### src/rtl/phase_step_ctrl.sv
module phase_step_ctrl #(
  parameter int SEL_W    = 4,
  parameter int CNT_W    = 9,
  parameter int ACC_W    = 16,
  parameter int MIN_HOLD = 2,
  parameter int TO_FALL  = 8,
  parameter int TO_RISE  = 1024
) (
  input  logic                            clk,
  input  logic                            rst_n,
  input  logic                            start,
  input  logic [SEL_W-1:0]                req_sel,
  input  logic [CNT_W-1:0]                req_steps,
  output logic                            busy,
  output logic                            finish,
  output logic                            err,
  output logic                            pll_step,
  output logic                            pll_dir,
  output logic [SEL_W-1:0]                pll_sel,
  input  logic                            pll_done,
  output logic [(1<<SEL_W)*ACC_W-1:0]     totals
);

  localparam int NUM_CNT = 1 << SEL_W;
  localparam int TMR_W   = $clog2(TO_RISE + 1);
  localparam logic [TMR_W-1:0] HOLD_LIM = TMR_W'(MIN_HOLD - 1);
  localparam logic [TMR_W-1:0] FALL_LIM = TMR_W'(TO_FALL - 1);
  localparam logic [TMR_W-1:0] RISE_LIM = TMR_W'(TO_RISE - 1);

  typedef enum logic [1:0] {S_IDLE, S_ARM, S_HOLD, S_WAIT} state_t;

  state_t           st;
  logic [CNT_W-1:0] left;
  logic [CNT_W-1:0] mag;
  logic [TMR_W-1:0] tmr;
  logic [ACC_W-1:0] acc [NUM_CNT];
  logic             last;
  logic [ACC_W-1:0] delta;

  assign mag   = req_steps[CNT_W-1] ? (~req_steps + 1'b1) : req_steps;
  assign last  = (left == CNT_W'(1));
  assign delta = pll_dir ? ACC_W'(1) : {ACC_W{1'b1}};

  always_ff @(posedge clk or negedge rst_n) begin
    if (!rst_n) begin
      st       <= S_IDLE;
      left     <= '0;
      tmr      <= '0;
      busy     <= 1'b0;
      finish   <= 1'b0;
      err      <= 1'b0;
      pll_step <= 1'b0;
      pll_dir  <= 1'b0;
      pll_sel  <= '0;
      for (int i = 0; i < NUM_CNT; i++) acc[i] <= '0;
    end else begin
      finish <= 1'b0;
      case (st)
        S_IDLE: begin
          if (start && req_steps != '0) begin
            pll_sel <= req_sel;
            pll_dir <= ~req_steps[CNT_W-1];
            left    <= mag;
            busy    <= 1'b1;
            err     <= 1'b0;
            tmr     <= '0;
            st      <= S_ARM;
          end
        end
        S_ARM: begin
          if (pll_done) begin
            pll_step <= 1'b1;
            tmr      <= '0;
            st       <= S_HOLD;
          end else if (tmr == RISE_LIM) begin
            busy <= 1'b0;
            err  <= 1'b1;
            st   <= S_IDLE;
          end else begin
            tmr <= tmr + 1'b1;
          end
        end
        S_HOLD: begin
          if (!pll_done && tmr >= HOLD_LIM) begin
            pll_step <= 1'b0;
            tmr      <= '0;
            st       <= S_WAIT;
          end else if (pll_done && tmr == FALL_LIM) begin
            pll_step <= 1'b0;
            busy     <= 1'b0;
            err      <= 1'b1;
            st       <= S_IDLE;
          end else begin
            tmr <= tmr + 1'b1;
          end
        end
        S_WAIT: begin
          if (pll_done) begin
            acc[pll_sel] <= acc[pll_sel] + delta;
            left         <= left - 1'b1;
            tmr          <= '0;
            if (last) begin
              busy   <= 1'b0;
              finish <= 1'b1;
              st     <= S_IDLE;
            end else begin
              pll_step <= 1'b1;
              st       <= S_HOLD;
            end
          end else if (tmr == RISE_LIM) begin
            busy <= 1'b0;
            err  <= 1'b1;
            st   <= S_IDLE;
          end else begin
            tmr <= tmr + 1'b1;
          end
        end
        default: st <= S_IDLE;
      endcase
    end
  end

  for (genvar g = 0; g < NUM_CNT; g++) begin : g_tot
    assign totals[g*ACC_W +: ACC_W] = acc[g];
  end

endmodule

### config.mk
export PLATFORM = sky130hd
export DESIGN_NAME = phase_step_ctrl
export DESIGN_NICKNAME = d
export VERILOG_FILES = /design/src/rtl/phase_step_ctrl.sv
export SDC_FILE = /design/constraint.sdc
export NUM_CORES = 1
export LEC_CHECK = 0
export BUFFER_PORTS_ARGS = -buffer_cell sky130_fd_sc_hd__clkbuf_2
export CAP_MARGIN = 25
export CORE_ASPECT_RATIO = 0.7
export CORE_UTILIZATION = 60
export CTS_CLUSTER_DIAMETER = 50
export CTS_CLUSTER_SIZE = 16
export DETAILED_ROUTE_END_ITERATION = 8
export GPL_ROUTABILITY_DRIVEN = 1
export PLACE_DENSITY = 0.95
export REMOVE_ABC_BUFFERS = 1
export SLEW_MARGIN = 20
export SYNTH_ARGS = -nofsm -noshare
export SYNTH_HDL_FRONTEND = slang
export SYNTH_SLANG_ARGS = --single-unit
### constraint.sdc
create_clock -name clk -period 9.2 [get_ports clk]
set_input_delay 0.92 -clock clk [delete_from_list [all_inputs] [get_ports clk]]
set_output_delay 0.92 -clock clk [all_outputs]
set_load 0.01 [all_outputs]
==> impl_metrics.ini <==
[status]
status = complete, no violations

[yosys]
syn_area_mm2 = 0.01400
syn_inst = 1234
synthArstFlopShare = 1.000
synth_edf_count = 0
ys.flop_type = dfrtp_1
ys_types = 72
yosysWarningCount = 0
seq_area_frac_synth = 0.5129
ys_ff_latch = 287
avgSynthCellArea_um2 = 11.35

[timing]
fin_hold_ws_ps = 444.1
max_freq_mhz = 175.3
worst_pin_slew_ps = 1035
slew_headroom = 0.3092
grt_setup_unrepaired = false
min_period_ps = 5705
fin_crit_sh = 0.6201
finalMaxSlewViolations = 0
tns_ps = 0
skew_ps = 11.73
setup_viol = 0
finalHoldViolCount = 0

[detailed_routing]
firstDrtPassIters = 5
ant_nets = 0
drt_iter0_markers = 1087
drc = 0
wire_per_inst_um = 23.74
vias = 11570
wl_um = 42910
post_drt_via_cell_ratio = 6.401

[place]
place_hpwl_um = 29200
port_buffers = 281
routabilityCongestion = 0.9755

[setup_path]
cp.arrival_ps = 6070
path_buf_inv = 1
crit_path_top_delay_cell = dfrtp_4
required_ps = 9570
end_kind = flop
crit_path_max_fanout = 37
start_kind = flop
crit_top_cell = mux4_2
critical-path-top-delay-family = multiplexers
reg2reg_setup_slack_ps = 3490
crit_chain = buf_4 -> mux4_2 -> mux4_2 -> ha_1 -> nand3_1 -> or3_1 -> nand4b_4 -> o211ai_4 -> o221ai_2 -> xnor2_2 -> o21ai_0
max_stage_delay_ps = 880
worst-setup-path-type = flop to flop

[floorplanning]
start_util = 0.6144
row_count = 46
die_x_um = 184.6
core_area_mm2 = 0.02279
ioPinCount = 282
die_area_mm2 = 0.02396
die_y_um = 129.8

[power]
vdd_drop_max_v = 0.0003232
power-per-cell-area_mw_per_mm2 = 448.7
power.leakage_uw = 0.007989

[cts]
clk_path_buf_depth = 3
numCtsBuffers = 24
hold_buffers = 0
clk_pin_slew_worst_paths_ps = 70
insertion_delay_ps = 530
htreeDepth = 1
cts_tree = yes
cts_root_buf = clkbuf_16
ctsResizeCount = 0
post-cts-setup-buffer-count = 0
cts.sinks = 287

[global_routing]
grt.overflow.total = 0
antenna_found_initial = 0
grt_max_degree = 121
grt_first_pass_wirelength_um = 64580
grt_pass1_vias = 11240
grt.total_usage = 0.3609

[final_layout]
area_delta_synth_final_pct = 17.57
diodes = 0
fillCellCount = 1589
layout-drive-gt1-share = 0.3605
multi_input_area_mm2 = 0.006441
seq_area_mm2 = 0.007192
post-route-util = 0.7223
nets = 1518

[hold_path]
hp-class = input pin to asynchronous set/reset pin

[run]
cap_viol_max_count = 0
-- synthesized netlist by cell type (2+ instances only) --
master	number	area share
inv_1	12	0.0032
clkbuf_1	58	0.016
nor4_2	2	0.0018
a211oi_2	2	0.0018
a31oi_1	6	0.0027
nor2_1	29	0.0078
o211ai_1	2	0.0011
clkbuf_2	2	0.00071
o21ai_2	20	0.013
a311o_1	2	0.0014
o31ai_1	10	0.0054
nor2b_1	6	0.0027
buf_4	2	0.0011
or3_1	2	0.00089
o41ai_1	2	0.0013
o21a_1	3	0.0016
nand3b_1	2	0.0011
nand2_1	246	0.066
buf_2	12	0.0043
xor2_1	7	0.0044
buf_1	6	0.0016
o21ai_0	184	0.066
a211o_1	2	0.0013
mux2_2	68	0.055
a311oi_2	2	0.0021
xnor2_1	8	0.0050
nand2b_1	9	0.0040
nand3_1	21	0.0075
nor3_1	7	0.0025
mux2i_1	7	0.0050
and3_1	5	0.0022
buf_6	5	0.0040
a21o_1	9	0.0048
xnor2_2	2	0.0023
a21oi_1	30	0.011
dfrtp_1	287	0.51
nor3b_1	3	0.0016
ha_1	20	0.018
nor4_1	4	0.0018
mux4_2	75	0.12
o21ai_1	22	0.0079
-- layout by cell type, fill, tap and decap left out, drive strengths merged, types with 3 or more instances in the layout --
cell,Yosys,layout
clkbuf,60,314
dfrtp,287,287
nand2,247,247
o21ai,226,226
mux4,75,75
mux2,68,68
a21oi,31,31
nor2,29,29
buf,25,23
nand3,23,23
ha,20,20
inv,12,13
o31ai,10,10
nand2b,10,10
a21o,10,10
xnor2,10,10
xor2,8,8
mux2i,7,7
nor3,7,7
a31oi,7,7
nor2b,6,6
nor4,6,6
and3,5,5
clkinvlp,0,4
nor3b,3,3
o21a,3,3
a211oi,3,3
o211ai,3,3
-- cells by family (layout without fill, tap and decap cells) --
family	after synthesis	count (layout)	synth area share
buffers and inverters	97	358	0.03047
DFF	287	287	0.5129
xor gates and xnor gates	18	18	0.01287
and+or+nand+nor	347	347	0.1087
muxes	150	150	0.1803
AOI/OAI and AO/OA	314	314	0.1355
adders and majority gates	21	21	0.01930
-- layout make-up --
class / instances / area share
Sequential cell: 287 / 0.4368
Multi-Input combinational cell: 850 / 0.3912
Timing Repair Buffer: 305 / 0.09743
Clock buffer: 32 / 0.04142
Tap cell: 312 / 0.02371
Clock inverter: 9 / 0.006612
Inverter: 12 / 0.002736
-- per-stage QoR --
stage / power (µW) / instance area, µm² / setup slack, ps / cells
after floorplan: 4666 / 13620 / 2833 / 1149
after global placement: 5916 / 15600 / 3717 / 1761
after detailed placement: 6101 / 15600 / 3521 / 1761
after CTS: 7170 / 16390 / 3490 / 1802
after global routing: 7787 / 16460 / 3139 / 1807
final: 7387 / 16460 / 3495 / 1807
-- power by group --
part	switching (µW)	leakage, µW	internal, µW
clock network	468	0.000376	579
logic	2560	0.00378	1530
registers	547	0.00384	1710
-- per-layer routing --
layer / part of all wire / track usage
met5: 0 / 0
met3: 0.13 / 0.1167
met2: 0.47 / 0.5822
met1: 0.38 / 0.4704
met4: 0.028 / 0.1123
-- registers in the layout, indices dropped and copies added, names as in the netlist --
name / flops
finish: 1
left: 9
tmr: 11
busy: 1
totals: 256
pll_step: 1
pll_sel: 4
st: 2
err: 1
pll_dir: 1
-- worst register-to-register path: cells and delay by family, from the launching register on --
family	cells	cell delay [ps]
mux	2	1170
flops	1	880
xor+xnor	1	790
simple gates	3	760
buf+inv	1	750
compound gates	3	620
fa+ha+maj	1	570
-- path summary, 6_finish.rpt --
check | from | to | cells after the start
setup reg to reg | pll_sel[0]$_DFFE_PN0P_ | totals[79]$_DFFE_PN0P_ | 11
max in group asynchronous | rst_n | pll_sel[1]$_DFFE_PN0P_ | 2
hold reg to reg | totals[142]$_DFFE_PN0P_ | totals[142]$_DFFE_PN0P_ | 2
hold / removal | rst_n | totals[237]$_DFFE_PN0P_ | 1
min in group clk | totals[142]$_DFFE_PN0P_ | totals[142]$_DFFE_PN0P_ | 2
setup / recovery | pll_sel[0]$_DFFE_PN0P_ | totals[79]$_DFFE_PN0P_ | 11
No activity file was read; power rests on OpenSTA's default activity.
